## config.mk

```make
export PLATFORM = sky130hd
export DESIGN_NAME = eirUnit
export DESIGN_NICKNAME = d
export VERILOG_FILES = /design/src/rtl/eirPkg.sv /design/src/rtl/eirPrioEnc.sv /design/src/rtl/eirCtrl.sv /design/src/rtl/eirDatapath.sv /design/src/rtl/eirUnit.sv
export SDC_FILE = /design/constraint.sdc
export NUM_CORES = 1
export LEC_CHECK = 0
export CORE_MARGIN = 2
export CORE_UTILIZATION = 56
export CTS_CLUSTER_SIZE = 24
export DETAILED_ROUTE_END_ITERATION = 6
export PLACE_DENSITY = 0.82
export SKIP_CTS_REPAIR_TIMING = 1
export SYNTH_ARGS = -nofsm -noshare
export SYNTH_HDL_FRONTEND = slang
export SYNTH_SLANG_ARGS = --single-unit
```

## constraint.sdc

```tcl
create_clock -name clk -period 6.1 [get_ports clk]
set_input_delay 1.525 -clock clk [delete_from_list [all_inputs] [get_ports clk]]
set_output_delay 1.525 -clock clk [all_outputs]
set_load 0.02 [all_outputs]
```

## src/rtl/eirPkg.sv

```systemverilog
package eirPkg;
  parameter int EIR_W = 64;
  parameter int NUM_W = $clog2(EIR_W);
  parameter int NARROW_SRC = 32;
  parameter int ADDR_W = 2;
  parameter int PRIO_LSB = 8;

  typedef enum logic [ADDR_W-1:0] {
    SEL_PEND   = 2'd0,
    SEL_ENABLE = 2'd1,
    SEL_ACTIVE = 2'd2,
    SEL_STATUS = 2'd3
  } regSel_e;

  typedef struct packed {
    logic             clrPend;
    logic             loadEnable;
    logic             setPost;
    logic [NUM_W-1:0] postIdx;
    logic             setTimer;
    logic             raiseErr;
    regSel_e          readSel;
  } eirStrobe_t;
endpackage

```

## src/rtl/eirPrioEnc.sv

```systemverilog
module eirPrioEnc #(
  parameter int W  = 64,
  parameter int NW = $clog2(W)
) (
  input  logic [W-1:0]  activeVec,
  output logic          anyActive,
  output logic [NW-1:0] lowestNum
);
  // Source n sits in bit W-1-n; scanning numbers from high to low lets
  // the lowest active number overwrite the result last.
  always_comb begin
    lowestNum = '0;
    for (int n = W - 1; n >= 0; n--) begin
      if (activeVec[W-1-n]) lowestNum = NW'(n);
    end
  end

  assign anyActive = |activeVec;
endmodule

```

## src/rtl/eirCtrl.sv

```systemverilog
module eirCtrl
  import eirPkg::*;
(
  input  logic              wideMode,
  input  logic              postValid,
  input  logic [NUM_W-1:0]  postNum,
  input  logic              timerTick,
  input  logic              regWe,
  input  logic [ADDR_W-1:0] regAddr,
  output eirStrobe_t        strobe
);
  localparam logic [NUM_W:0] WIDE_LIMIT   = (NUM_W+1)'(EIR_W);
  localparam logic [NUM_W:0] NARROW_LIMIT = (NUM_W+1)'(NARROW_SRC);

  logic [NUM_W:0] srcLimit;
  logic           numInRange;
  logic           numAccepted;

  assign srcLimit    = wideMode ? WIDE_LIMIT : NARROW_LIMIT;
  assign numInRange  = {1'b0, postNum} < srcLimit;
  // Source 0 is owned by the timer and never accepted from the bus.
  assign numAccepted = numInRange && (postNum != '0);

  always_comb begin
    strobe            = '0;
    strobe.readSel    = regSel_e'(regAddr);
    strobe.clrPend    = regWe && (regSel_e'(regAddr) == SEL_PEND);
    strobe.loadEnable = regWe && (regSel_e'(regAddr) == SEL_ENABLE);
    strobe.setPost    = postValid && numAccepted;
    strobe.postIdx    = postNum;
    strobe.setTimer   = timerTick;
    strobe.raiseErr   = postValid && !numAccepted;
  end
endmodule

```

## src/rtl/eirDatapath.sv

```systemverilog
module eirDatapath
  import eirPkg::*;
(
  input  logic             clk,
  input  logic             rstN,
  input  eirStrobe_t       strobe,
  input  logic [EIR_W-1:0] wrData,
  output logic [EIR_W-1:0] pendQ,
  output logic [EIR_W-1:0] enableQ,
  output logic             errQ,
  output logic [EIR_W-1:0] rdData,
  output logic             irqLine,
  output logic [NUM_W-1:0] irqSrc
);
  logic [EIR_W-1:0] setVec;
  logic [EIR_W-1:0] clrVec;
  logic [EIR_W-1:0] activeVec;
  logic [EIR_W-1:0] statusWord;
  logic             anyActive;
  logic [NUM_W-1:0] lowestNum;

  always_comb begin
    setVec = '0;
    if (strobe.setPost)  setVec[(EIR_W-1) - int'(strobe.postIdx)] = 1'b1;
    if (strobe.setTimer) setVec[EIR_W-1] = 1'b1;
  end

  assign clrVec = strobe.clrPend ? wrData : '0;

  always_ff @(posedge clk) begin
    if (!rstN) begin
      pendQ   <= '0;
      enableQ <= '0;
      errQ    <= 1'b0;
    end else begin
      // Set after clear: a fresh request beats a same-cycle clear.
      pendQ <= (pendQ & ~clrVec) | setVec;
      if (strobe.loadEnable) enableQ <= wrData;
      if (strobe.raiseErr)   errQ    <= 1'b1;
    end
  end

  assign activeVec = pendQ & enableQ;

  eirPrioEnc #(.W(EIR_W), .NW(NUM_W)) prioEnc (
    .activeVec (activeVec),
    .anyActive (anyActive),
    .lowestNum (lowestNum)
  );

  assign irqLine = anyActive;
  assign irqSrc  = lowestNum;

  always_comb begin
    statusWord = '0;
    statusWord[0] = anyActive;
    statusWord[1] = errQ;
    statusWord[PRIO_LSB +: NUM_W] = lowestNum;
  end

  always_comb begin
    unique case (strobe.readSel)
      SEL_PEND:   rdData = pendQ;
      SEL_ENABLE: rdData = enableQ;
      SEL_ACTIVE: rdData = activeVec;
      default:    rdData = statusWord;
    endcase
  end
endmodule

```

## src/rtl/eirUnit.sv

```systemverilog
module eirUnit
  import eirPkg::*;
(
  input  logic              clk,
  input  logic              rstN,
  input  logic              wideMode,
  input  logic              postValid,
  input  logic [NUM_W-1:0]  postNum,
  input  logic              timerTick,
  input  logic              regWe,
  input  logic [ADDR_W-1:0] regAddr,
  input  logic [EIR_W-1:0]  regWdata,
  output logic [EIR_W-1:0]  regRdata,
  output logic              irqOut,
  output logic [NUM_W-1:0]  irqNum,
  output logic              postErr
);
  eirStrobe_t       strobe;
  logic [EIR_W-1:0] pendQ;
  logic [EIR_W-1:0] enableQ;

  eirCtrl ctrl (
    .wideMode  (wideMode),
    .postValid (postValid),
    .postNum   (postNum),
    .timerTick (timerTick),
    .regWe     (regWe),
    .regAddr   (regAddr),
    .strobe    (strobe)
  );

  eirDatapath dp (
    .clk     (clk),
    .rstN    (rstN),
    .strobe  (strobe),
    .wrData  (regWdata),
    .pendQ   (pendQ),
    .enableQ (enableQ),
    .errQ    (postErr),
    .rdData  (regRdata),
    .irqLine (irqOut),
    .irqSrc  (irqNum)
  );
endmodule

```

==> impl_results.rst, run 1 <==
.. list-table::
   :header-rows: 1

   * - Metric
     - Value
   * - Setup WS pre-CTS
     - 0.7227 ns
   * - Number of warnings issued by yosys
     - 0
   * - Arr. time, crit path
     - 3.98 ns
   * - Routed via count divided by cell count
     - 6.061
   * - H-tree depth
     - 4
   * - Sort of element at the end of the critical path
     - primary output
   * - Number of placement rows
     - 42
   * - Largest fanout of any net on the critical path
     - 8
   * - Final antenna-violating net count
     - 0
   * - Part of the Yosys area used for sequential elements
     - 0.3489
   * - Asr flop ratio synth
     - 0
   * - # nets final
     - 1,223
   * - Unrepaired setup endpoints after global routing
     - no
   * - Simple-gate share of the synthesized area
     - 0.2451
   * - Final global-route overflow total
     - 0
   * - Type of the worst setup path
     - in -> out
   * - Cell at the root of the clock tree
     - sky130_fd_sc_hd__clkbuf_16
   * - Synth Area in Compound Gates
     - 0.3421
   * - Main combinational cell family by area after synthesis
     - compound AO/OA/AOI/OAI gates
   * - Clk buf depth
     - 2
   * - Hold Path Cell Cnt
     - 2
   * - DR iter-0 viols
     - 1,099
   * - Number of global-route vias before repair
     - 7,647
   * - Worst setup SP type
     - input port
   * - Area post-placement
     - 8937 um^2
   * - End of the worst register-to-register path
     - dp.enableQ[62]$_SDFFE_PN0P_
   * - Final routed wirelength across all metal layers
     - 24.92 mm
   * - Number of distinct library cells after synthesis
     - 51
   * - Register-to-Register Setup Slack
     - 5.24 ns
   * - Summed area of non-filler cells in the final layout
     - 9544 um^2
   * - Final worst slack
     - 0.5980 ns
   * - Worst Tran Pin Value
     - 0.9552 ns
   * - Fin Clk Skew
     - 0 ns
   * - Inserted Clock Buffers
     - 17
   * - Gpl congestion
     - 0.9834
   * - X dimension of the die
     - 119.0 um
   * - Share of the synthesized netlist area taken by xor and xnor gates
     - 0.001183
   * - Startpoint of the worst-slack reg-to-reg timing path
     - dp.enableQ[62]$_SDFFE_PN0P_
   * - First-pass GRT wire length
     - 39.42 mm
   * - Fill cell instance count of the final layout
     - 1,074
   * - Multi-input gate area in the final layout
     - 4368 um^2
   * - Pre-antenna DRT Iters
     - 7
   * - Flip-flop and latch area
     - 2582 um^2
   * - Critical path startpoint
     - regAddr[1]
   * - Summed instance area of the synthesized netlist
     - 7402 um^2
   * - Starting density of the core
     - 0.5657
   * - Vias after detailed routing
     - 8,086
   * - Endpoints failing hold
     - 0
   * - Antenna violations before repair
     - 0
   * - Number of I/O port buffers
     - 149
   * - Class of the most critical hold timing path
     - reg -> reg
   * - Residual DRC
     - 0
   * - Share of synthesized area spent on multiplexers
     - 0
   * - Mapped Nets
     - 1,106
   * - Main synth FF type
     - sky130_fd_sc_hd__dfxtp_1
   * - Required @ worst endpoint
     - 4.58 ns
   * - Synthesized area per cell
     - 7.200 um^2
   * - Synthesized instance count
     - 1,028
   * - Flops & latches, synth
     - 129
   * - Share of layout cells above drive strength 1
     - 0.04750
   * - End point of the worst hold path
     - dp.enableQ[50]$_SDFFE_PN0P_
   * - Fraction of the cycle the final worst path needs
     - 0.9020
   * - Power density over the cells
     - 226.0 nW/um^2
   * - FMAX
     - 181.8 MHz
   * - Number of setup violations in the final report
     - 0
   * - Max-slew violations
     - 0
   * - Die Outline Area
     - 14,150 um^2
   * - Reported leakage power
     - 0.003373 uW
   * - Tot GR Track Use
     - 0.3517
   * - Number of enable-type register cells in the synthesized netlist
     - 0
   * - Post-DP HPWL
     - 16.61 mm
   * - Clock tree from TritonCTS
     - yes
   * - Worst Min Path Start
     - dp.enableQ[50]$_SDFFE_PN0P_
   * - CTS Sinks
     - 129
   * - Post-DR wirelength/cell
     - 18.68 um
   * - Time the final worst path needs with I/O delays and setup
     - 5.502 ns
   * - Clock-pin slew on the worst setup and hold paths
     - 0.06 ns
   * - Headroom to the max-slew limit
     - 0.3632
   * - Ant. Diodes
     - 0
   * - Synthesis-to-finish area growth
     - 28.94%
   * - Reg2reg path depth
     - 2
   * - Maximum number of pins on one net before global-route repair
     - 78
   * - Number of placed I/O pins
     - 150
   * - Status
     - complete, no violations
   * - Floorplan die height
     - 119.0 um
   * - Peak supply drop
     - 0.1784 mV
   * - Max-cap violations
     - 0
   * - Final-layout setup total negative slack
     - 0 ns
   * - Floorplan Core Area
     - 13,090 um^2
   * - Adder-cell share of the synthesized area
     - 0
   * - Clock latency on the worst-skew pair
     - 0.42 ns
==> synthesized netlist by cell type (all sizes together) (2+ instances only) <==
cell type	number	area (um^2)
nor3	4	30.03
nor3b	4	30.03
a221oi	3	26.28
nand4	2	12.51
nand3	12	60.06
or2	3	18.77
a21o	3	22.52
nand4b	2	17.52
and2	53	331.6
a22o	65	571.8
nor4	2	12.51
and3	3	18.77
dfxtp	129	2582
o211ai	4	30.03
o2111ai	3	26.28
a222oi	4	40.04
buf	14	70.07
nor2b	11	68.82
clkbuf	45	168.9
a31oi	7	43.79
a211oi	2	15.01
a21boi	65	488.0
a32oi	8	70.07
nand2b	2	12.51
nor2	33	123.9
a32o	3	30.03
nand3b	5	37.54
a2111oi	3	38.79
a22oi	18	140.1
o21a	22	165.2
o21ai	105	525.5
nand2	270	1013
o22ai	8	50.05
inv	60	225.2
a21oi	43	215.2
==> flip-flops by register name, indices dropped and copies added (netlist names) <==
name	count
dp.errQ	1
dp.enableQ	64
dp.pendQ	64
==> power breakdown <==
part / internal (uW) / total (uW) / switching [uW] / leakage [uW]
sequential: 860 / 880 / 19.7 / 0.00104
combinational: 101 / 233 / 132 / 0.00204
clock: 671 / 1040 / 373 / 0.000292
==> layout by cell type, fill, tap and decap left out, drive strengths merged, types with 2 or more instances in the layout <==
cell type / synthesis / routed
o22ai: 8 / 8
nor3b: 4 / 4
a2111oi: 3 / 3
clkinv: 0 / 4
o21a: 22 / 22
and2: 53 / 53
nand3b: 5 / 5
clkdlybuf4s50: 0 / 147
o21ai: 105 / 105
bufinv: 0 / 3
nand4: 2 / 2
o2111ai: 3 / 3
nand2b: 2 / 2
a221oi: 3 / 3
a22oi: 18 / 18
inv: 60 / 60
clkbuf: 45 / 22
buf: 14 / 10
a222oi: 4 / 4
nand2: 270 / 270
clkinvlp: 0 / 3
a21boi: 65 / 65
nor4: 2 / 2
a22o: 65 / 65
nor2: 33 / 33
a21oi: 43 / 43
nor2b: 11 / 11
nor3: 4 / 4
a211oi: 2 / 2
nand3: 12 / 12
dfxtp: 129 / 129
a32oi: 8 / 8
a31oi: 7 / 7
or2: 3 / 3
and3: 3 / 3
o211ai: 4 / 4
a21o: 3 / 3
a32o: 3 / 3
nand4b: 2 / 2
==> routing by layer <==
metal	wire length [um]	global-route usage	part of all wire	vias up
li1	-	-	-	3808
met1	10090	0.4496	0.40	3760
met2	11250	0.5553	0.45	451
met3	2668	0.09674	0.11	67
met4	911	0.1555	0.037	0
met5	0	0	0	-
==> area by class of cell <==
class                   count  share of cell area
clock buffers              22             0.04969
well taps                 176             0.02307
flip-flops and latches    129              0.2706
inverters                  60             0.02360
clock inverters            10             0.01390
repair buffers            157              0.1615
multi-input cells         780              0.4577
==> per-stage QoR <==
stage          utilization  hold slack, ns  total power [uW]  cells
6_report            0.7294          0.4843              2157   1334
5_1_grt             0.7294          0.5133              2220   1334
4_1_cts             0.7294          0.4856              2156   1334
3_5_place_dp        0.6830          0.4788              1124   1302
3_3_place_gp        0.6830          0.4638              1121   1302
2_1_floorplan            -          0.4516              1006   1028
==> worst max-delay path by stage <==
| stage | endpoint | slack [ns] | depth (start not counted) |
|---|---|---|---|
| global placement | regRdata[10] | 0.74 | 5 |
| floorplan | regRdata[0] | 1.93 | 4 |
| finish | regRdata[10] | 0.60 | 5 |
| global route | regRdata[10] | 0.50 | 5 |
| CTS | regRdata[10] | 0.71 | 5 |
| detailed placement | regRdata[10] | 0.72 | 5 |
==> critical path: stages <==
cell and delay, ns:
sky130_fd_sc_hd__clkdlybuf4s50_1 0.54, sky130_fd_sc_hd__xnor2_1 0.69, sky130_fd_sc_hd__o22ai_1 0.22, sky130_fd_sc_hd__a31oi_1 0.33, sky130_fd_sc_hd__clkdlybuf4s50_1 0.67
==> cells by family after synthesis <==
family          count (synthesis)
buf+inv                       119
flops                         129
compound gates                370
simple gates                  409
xor+xnor                        1
Power figures use the tool's default switching activity.
==> run 2, diff against run 1 <==
--- a/config.mk
+++ b/config.mk
@@ -5,6 +5,8 @@
 export SDC_FILE = /design/constraint.sdc
 export NUM_CORES = 1
 export LEC_CHECK = 0
+export ABC_AREA = 1
+export ABC_CLOCK_PERIOD_IN_PS = 6100
 export CORE_MARGIN = 2
 export CORE_UTILIZATION = 56
 export CTS_CLUSTER_SIZE = 24
==> run 2 against run 1 <==
Net effect: total power decreased by 0.24%; wire length decreased by 4.9%; clock-buffer cell count decreased by 4; via count increased by 3.3%; clock power decreased by 4%; clock skew unchanged; synthesized cell count increased by 16%; die area decreased by 1.5%; synthesized area decreased by 1.5%; global-route usage decreased by 1.8 points; largest power group unchanged.
==> impl_results.rst, run 2 <==
.. list-table::
   :header-rows: 1

   * - Metric
     - Value
   * - Synthesized instance count
     - 1,194
   * - Register-to-Register Setup Slack
     - 5.33 ns
   * - Inserted Clock Buffers
     - 17
   * - Reg2reg path depth
     - 2
   * - Worst Tran Pin Value
     - 1.220 ns
   * - Most frequent standard cell in the layout excluding fill and tap cells
     - sky130_fd_sc_hd__nand2_1
   * - Count leader, synth
     - sky130_fd_sc_hd__nand2_1
   * - Final antenna-violating net count
     - 0
   * - Tot GR Track Use
     - 0.3338
   * - Antenna violations before repair
     - 0
   * - Final global-route overflow total
     - 0
   * - Number of enable-type register cells in the synthesized netlist
     - 0
   * - Top post-synthesis cells by count
     - sky130_fd_sc_hd__nand2_1 (465), sky130_fd_sc_hd__nand3_1 (131), sky130_fd_sc_hd__dfxtp_1 (129), sky130_fd_sc_hd__a21oi_1 (124), sky130_fd_sc_hd__o21ai_0 (66)
   * - Clock tree from TritonCTS
     - yes
   * - Worst Path Buf+Inv
     - 2
   * - Routed via count divided by cell count
     - 5.604
   * - Number of placed I/O pins
     - 150
   * - FMAX
     - 176.0 MHz
   * - Ant. Diodes
     - 0
   * - Setup WS pre-CTS
     - 0.4428 ns
   * - CP max stage delay
     - 0.33 ns
   * - H-tree depth
     - 4
   * - Number of warnings issued by yosys
     - 0
   * - Unrepaired setup endpoints after global routing
     - yes
   * - Number of I/O port buffers
     - 149
   * - Global-route met3 utilization
     - 0.06395
   * - Family with the most delay on the worst path
     - simple AND/OR/NAND/NOR gates
   * - Pre-antenna DRT Iters
     - 6
   * - Worst setup SP type
     - flip-flop
   * - Hold Path Cell Cnt
     - 2
   * - Number of placement rows
     - 41
   * - Final-layout setup total negative slack
     - 0 ns
   * - Number of global-route vias before repair
     - 7,335
   * - Reported leakage power
     - 0.004538 uW
   * - Post-DR wirelength/cell
     - 15.89 um
   * - Flip-flop and latch area
     - 2587 um^2
   * - Residual DRC
     - 0
   * - Top flop regs
     - dp.enableQ: 64 flops, dp.pendQ: 64 flops, dp.errQ: 1 flops
   * - Fraction of the cycle the final worst path needs
     - 0.9314
   * - Dominant cell type by count on the critical path
     - sky130_fd_sc_hd__nand2_1
   * - Vias after detailed routing
     - 8,356
   * - CTS Sinks
     - 129
   * - Flops & latches, synth
     - 129
   * - End of the worst register-to-register path
     - dp.pendQ[36]$_SDFF_PN0_
   * - Worst Min Path Start
     - dp.pendQ[1]$_SDFF_PN0_
   * - Fill cell instance count of the final layout
     - 1,095
   * - Floorplan die height
     - 118.1 um
   * - Clock latency on the worst-skew pair
     - 0.42 ns
   * - Fin Clk Skew
     - 0 ns
   * - Headroom to the max-slew limit
     - 0.1804
   * - Post-DP HPWL
     - 15.13 mm
   * - Summed instance area of the synthesized netlist
     - 7291 um^2
   * - # nets final
     - 1,384
   * - Die Outline Area
     - 13,950 um^2
   * - Number of setup violations in the final report
     - 0
   * - Largest fanout of any net on the critical path
     - 3
   * - Final worst slack
     - 0.4185 ns
   * - Sort of element at the end of the critical path
     - primary output
   * - Cell at the root of the clock tree
     - sky130_fd_sc_hd__clkbuf_16
   * - Share of layout cells above drive strength 1
     - 0.08567
   * - DR iter-0 viols
     - 988
   * - Number of distinct library cells after synthesis
     - 23
   * - Starting density of the core
     - 0.5754
   * - Asr flop ratio synth
     - 0
   * - Synthesis-to-finish area growth
     - 30.22%
   * - Met2 GRT Util
     - 0.5275
   * - Required @ worst endpoint
     - 4.58 ns
   * - Clk buf depth
     - 2
   * - Multi-input gate area in the final layout
     - 4227 um^2
   * - Status
     - complete, no violations
   * - Fraction of post-synthesis cell area in the top cell type by area
     - 0.3542
   * - Most frequent cells in the layout
     - sky130_fd_sc_hd__nand2_1 (463), sky130_fd_sc_hd__clkdlybuf4s50_1 (146), sky130_fd_sc_hd__nand3_1 (131), sky130_fd_sc_hd__dfxtp_1 (125), sky130_fd_sc_hd__a21oi_1 (124)
   * - Max-slew violations
     - 0
   * - End point of the worst hold path
     - dp.pendQ[1]$_SDFF_PN0_
   * - Floorplan Core Area
     - 12,670 um^2
   * - Maximum number of pins on one net before global-route repair
     - 79
   * - Part of the Yosys area used for sequential elements
     - 0.3542
   * - Layer with the highest usage
     - met2
   * - Main synth FF type
     - sky130_fd_sc_hd__dfxtp_1
   * - Final routed wirelength across all metal layers
     - 23.70 mm
   * - Synthesized area per cell
     - 6.106 um^2
   * - Clock-pin slew on the worst setup and hold paths
     - 0.06 ns
   * - Power density over the cells
     - 226.6 nW/um^2
   * - Mapped Nets
     - 1,272
   * - Main area contributors after synthesis
     - sky130_fd_sc_hd__dfxtp_1 (35%), sky130_fd_sc_hd__nand2_1 (24%), sky130_fd_sc_hd__nand3_1 (9.0%)
   * - Startpoint of the worst-slack reg-to-reg timing path
     - dp.pendQ[36]$_SDFF_PN0_
   * - Peak supply drop
     - 0.1527 mV
   * - First-pass GRT wire length
     - 37.51 mm
   * - Endpoints failing hold
     - 0
   * - X dimension of the die
     - 118.1 um
   * - Critical Path Slowest Stage Cell
     - sky130_fd_sc_hd__dfxtp_2
   * - Gpl congestion
     - 0.9355
   * - Type of the worst setup path
     - reg -> out
   * - Time the final worst path needs with I/O delays and setup
     - 5.682 ns
   * - Class of the most critical hold timing path
     - reg -> reg
   * - Largest area contributor in the synthesized netlist
     - sky130_fd_sc_hd__dfxtp_1
   * - Met1 track utilization from global routing
     - 0.4547
   * - Max-cap violations
     - 0
   * - Arr. time, crit path
     - 4.16 ns
## run 2: cell types whose count changed after synthesis, sizes merged, moves of 39 or more
cell | previous run | this run
a21oi | 43 | 124
o21ai | 105 | 66
nand2 | 270 | 507
nand3 | 12 | 131
a21boi | 65 | 3
and2 | 53 | 0
a22o | 65 | 0
## run 2: cell families after synthesis
family                 share of synthesized area
AND/OR/NAND/NOR                           0.4275
AO/OA/AOI/OAI                             0.1452
buffers and inverters                    0.07311
flip-flops                                0.3542
## run 2: worst min-delay path, delay by kind of cell, from the launching register on
family | cells | cell delay, ns
DFF | 1 | 0.32
and+or+nand+nor | 1 | 0.06
AOI/OAI and AO/OA | 1 | 0.05
## run 2: worst max path at each step
stage                            from     endpoint  cells after the start
3_3_place_gp   dp.pendQ[0]$_SDFF_PN0_  regRdata[8]                     67
6_report       dp.pendQ[0]$_SDFF_PN0_  regRdata[8]                     67
5_1_grt        dp.pendQ[0]$_SDFF_PN0_  regRdata[8]                     67
3_5_place_dp   dp.pendQ[0]$_SDFF_PN0_  regRdata[8]                     67
2_1_floorplan  dp.pendQ[0]$_SDFF_PN0_    irqNum[0]                     64
4_1_cts        dp.pendQ[0]$_SDFF_PN0_  regRdata[8]                     67
## run 2: metal layers
layer	vias to the layer above	wire, um
met5	-	0
met4	0	471
met3	42	2317
met2	436	11000
met1	3799	9904
li1	4079	-
## run 2: per-stage QoR
step	area, um^2	hold WS (ns)	util	instances	power, uW
global route	9494	0.4880	0.7493	1491	2216
detailed placement	8901	0.4657	0.7025	1458	1163
finish	9494	0.4729	0.7493	1491	2152
CTS	9480	0.4755	0.7482	1490	2147
global placement	8901	0.4602	0.7025	1458	1160
floorplan	7291	0.4512	-	1194	1027
## run 2: cell type report
type / instances / area share
multi-input cells: 923 / 0.4452
flip-flops and latches: 129 / 0.2725
repair buffers: 162 / 0.1696
clock buffers: 18 / 0.04626
inverters: 73 / 0.02899
well taps: 172 / 0.02267
clock inverters: 14 / 0.01476
## run 2: report_power, final
part	switching, uW	internal (uW)
clock	392	609
sequential	15.8	860
combinational	166	109
==> run 3, diff against run 2 <==
--- a/config.mk
+++ b/config.mk
@@ -8,10 +8,10 @@
 export ABC_AREA = 1
 export ABC_CLOCK_PERIOD_IN_PS = 6100
 export CORE_MARGIN = 2
-export CORE_UTILIZATION = 56
+export CORE_UTILIZATION = 35
 export CTS_CLUSTER_SIZE = 24
 export DETAILED_ROUTE_END_ITERATION = 6
-export PLACE_DENSITY = 0.82
+export PLACE_DENSITY = 0.54
 export SKIP_CTS_REPAIR_TIMING = 1
 export SYNTH_ARGS = -nofsm -noshare
 export SYNTH_HDL_FRONTEND = slang
==> run 3 against run 2 <==
Net effect: total power rose by 5.5%; clock skew is the same; die area grew 58%; via count down 3.8%; clock-buffer cell count up 1; wire length grew 10%.
==> impl_results.rst, run 3 (same netlist as run 2, synthesis figures left out) <==
.. list-table::
   :header-rows: 1

   * - Metric
     - Value
   * - CP max stage delay
     - 0.34 ns
   * - Tot GR Track Use
     - 0.2419
   * - Max-slew violations
     - 0
   * - Number of placement rows
     - 52
   * - X dimension of the die
     - 148.3 um
   * - Clock-pin slew on the worst setup and hold paths
     - 0.06 ns
   * - Final antenna-violating net count
     - 0
   * - Endpoints failing hold
     - 0
   * - Arr. time, crit path
     - 4.17 ns
   * - End of the worst register-to-register path
     - dp.errQ$_SDFFE_PN0P_
   * - Routed via count divided by cell count
     - 5.057
   * - Class of the most critical hold timing path
     - reg -> reg
   * - Register-to-Register Setup Slack
     - 5.38 ns
   * - Multi-input gate area in the final layout
     - 4227 um^2
   * - Pre-antenna DRT Iters
     - 5
   * - Largest fanout of any net on the critical path
     - 3
   * - CTS Sinks
     - 129
   * - Top flop regs
     - dp.enableQ: 64 flops, dp.pendQ: 64 flops, dp.errQ: 1 flops
   * - Worst setup SP type
     - flip-flop
   * - First-pass GRT wire length
     - 41.83 mm
   * - Final global-route overflow total
     - 0
   * - Synthesis-to-finish area growth
     - 32.69%
   * - Power density over the cells
     - 234.8 nW/um^2
   * - Required @ worst endpoint
     - 4.58 ns
   * - Floorplan die height
     - 148.3 um
   * - Reported leakage power
     - 0.004572 uW
   * - Floorplan Core Area
     - 20,360 um^2
   * - Residual DRC
     - 0
   * - Gpl congestion
     - 0.8318
   * - Clk buf depth
     - 2
   * - Clock latency on the worst-skew pair
     - 0.42 ns
   * - Reg2reg path depth
     - 2
   * - Maximum number of pins on one net before global-route repair
     - 117
   * - Share of layout cells above drive strength 1
     - 0.08567
   * - Number of global-route vias before repair
     - 7,576
   * - Critical Path Slowest Stage Cell
     - sky130_fd_sc_hd__dfxtp_2
   * - # nets final
     - 1,384
   * - Most frequent cells in the layout
     - sky130_fd_sc_hd__nand2_1 (463), sky130_fd_sc_hd__clkdlybuf4s50_1 (146), sky130_fd_sc_hd__nand3_1 (131), sky130_fd_sc_hd__dfxtp_1 (125), sky130_fd_sc_hd__a21oi_1 (124)
   * - Dominant cell type by count on the critical path
     - sky130_fd_sc_hd__nand2_1
   * - Design Power
     - 2271 uW
   * - Unrepaired setup endpoints after global routing
     - yes
   * - Fin Clk Skew
     - 0 ns
   * - Die Outline Area
     - 22,000 um^2
   * - Time the final worst path needs with I/O delays and setup
     - 5.693 ns
   * - Ant. Diodes
     - 0
   * - End of the critical path
     - regRdata[8]
   * - Peak supply drop
     - 0.1732 mV
   * - Clock tree from TritonCTS
     - yes
   * - FMAX
     - 175.7 MHz
   * - Number of I/O port buffers
     - 149
   * - Startpoint of the worst-slack reg-to-reg timing path
     - dp.errQ$_SDFFE_PN0P_
   * - Max-cap violations
     - 0
   * - Antenna violations before repair
     - 0
   * - Fill cell instance count of the final layout
     - 2,192
   * - Most frequent standard cell in the layout excluding fill and tap cells
     - sky130_fd_sc_hd__nand2_1
   * - Type of the worst setup path
     - reg -> out
   * - Number of placed I/O pins
     - 150
   * - Hold Worst Slack
     - 0.4735 ns
   * - Inserted Clock Buffers
     - 17
   * - Headroom to the max-slew limit
     - 0.2589
   * - Post-DR wirelength/cell
     - 16.43 um
   * - Post-DP HPWL
     - 16.96 mm
   * - Status
     - complete, no violations
   * - Worst Tran Pin Value
     - 1.102 ns
   * - DR iter-0 viols
     - 615
   * - Starting density of the core
     - 0.3580
   * - Sort of element at the end of the critical path
     - primary output
   * - Fraction of the cycle the final worst path needs
     - 0.9333
   * - Number of setup violations in the final report
     - 0
   * - Vias after detailed routing
     - 8,036
   * - Final routed wirelength across all metal layers
     - 26.11 mm
   * - Flip-flop and latch area
     - 2587 um^2
   * - H-tree depth
     - 4
   * - Critical path startpoint
     - dp.pendQ[0]$_SDFF_PN0_
   * - Cell at the root of the clock tree
     - sky130_fd_sc_hd__clkbuf_16
==> run 3: how the worst min path moves through the flow <==
stage / from / to / slack [ns] / depth (start not counted)
floorplan: dp.enableQ[0]$_SDFFE_PN0P_ / dp.enableQ[0]$_SDFFE_PN0P_ / 0.45 / 2
global placement: dp.enableQ[56]$_SDFFE_PN0P_ / dp.enableQ[56]$_SDFFE_PN0P_ / 0.46 / 2
detailed placement: dp.enableQ[0]$_SDFFE_PN0P_ / dp.enableQ[0]$_SDFFE_PN0P_ / 0.47 / 2
CTS: dp.enableQ[0]$_SDFFE_PN0P_ / dp.enableQ[0]$_SDFFE_PN0P_ / 0.48 / 2
global route: dp.pendQ[1]$_SDFF_PN0_ / dp.pendQ[1]$_SDFF_PN0_ / 0.50 / 2
finish: dp.enableQ[62]$_SDFFE_PN0P_ / dp.enableQ[62]$_SDFFE_PN0P_ / 0.47 / 2
==> run 3: layout make-up <==
| cell class | count | area share |
|---|---|---|
| Timing Repair Buffer | 162 | 0.1665 |
| Multi-Input combinational cell | 923 | 0.4369 |
| Clock inverter | 13 | 0.01901 |
| Tap cell | 270 | 0.03492 |
| Inverter | 73 | 0.02845 |
| Clock buffer | 19 | 0.04682 |
| Sequential cell | 129 | 0.2675 |
==> run 3: per-stage QoR <==
stage               cell area (um^2)  worst slack [ns]  TNS [ns]  std cells  utilization
global placement                9031            0.3333         0       1557       0.4435
global route                    9674           -0.1400   -0.3300       1589       0.4751
detailed placement              9031            0.3491         0       1557       0.4435
floorplan                       7291             1.245         0       1194            -
finish                          9674            0.4070         0       1589       0.4751
CTS                             9668           -0.1304   -0.2028       1589       0.4747
==> run 3: metal layers <==
metal  GRT usage  vias to the layer above  routed length (um)
li1            -                     4087                   -
met1      0.3406                     3687               12440
met2      0.3833                      242               11770
met3     0.04264                       20                1563
met4     0.06333                        0                 338
met5           0                        -                   0
==> run 3: report_power, final <==
part	total [uW]	switching [uW]	internal (uW)
clock	1120	409	706
sequential	876	15.9	860
combinational	280	170	110
==> run 3: worst max-delay path, delay by kind of cell (launching register included) <==
kind                   cells  cell delay [ns]
AND/OR/NAND/NOR           65             3.27
flip-flops                 1             0.34
buffers and inverters      2             0.16
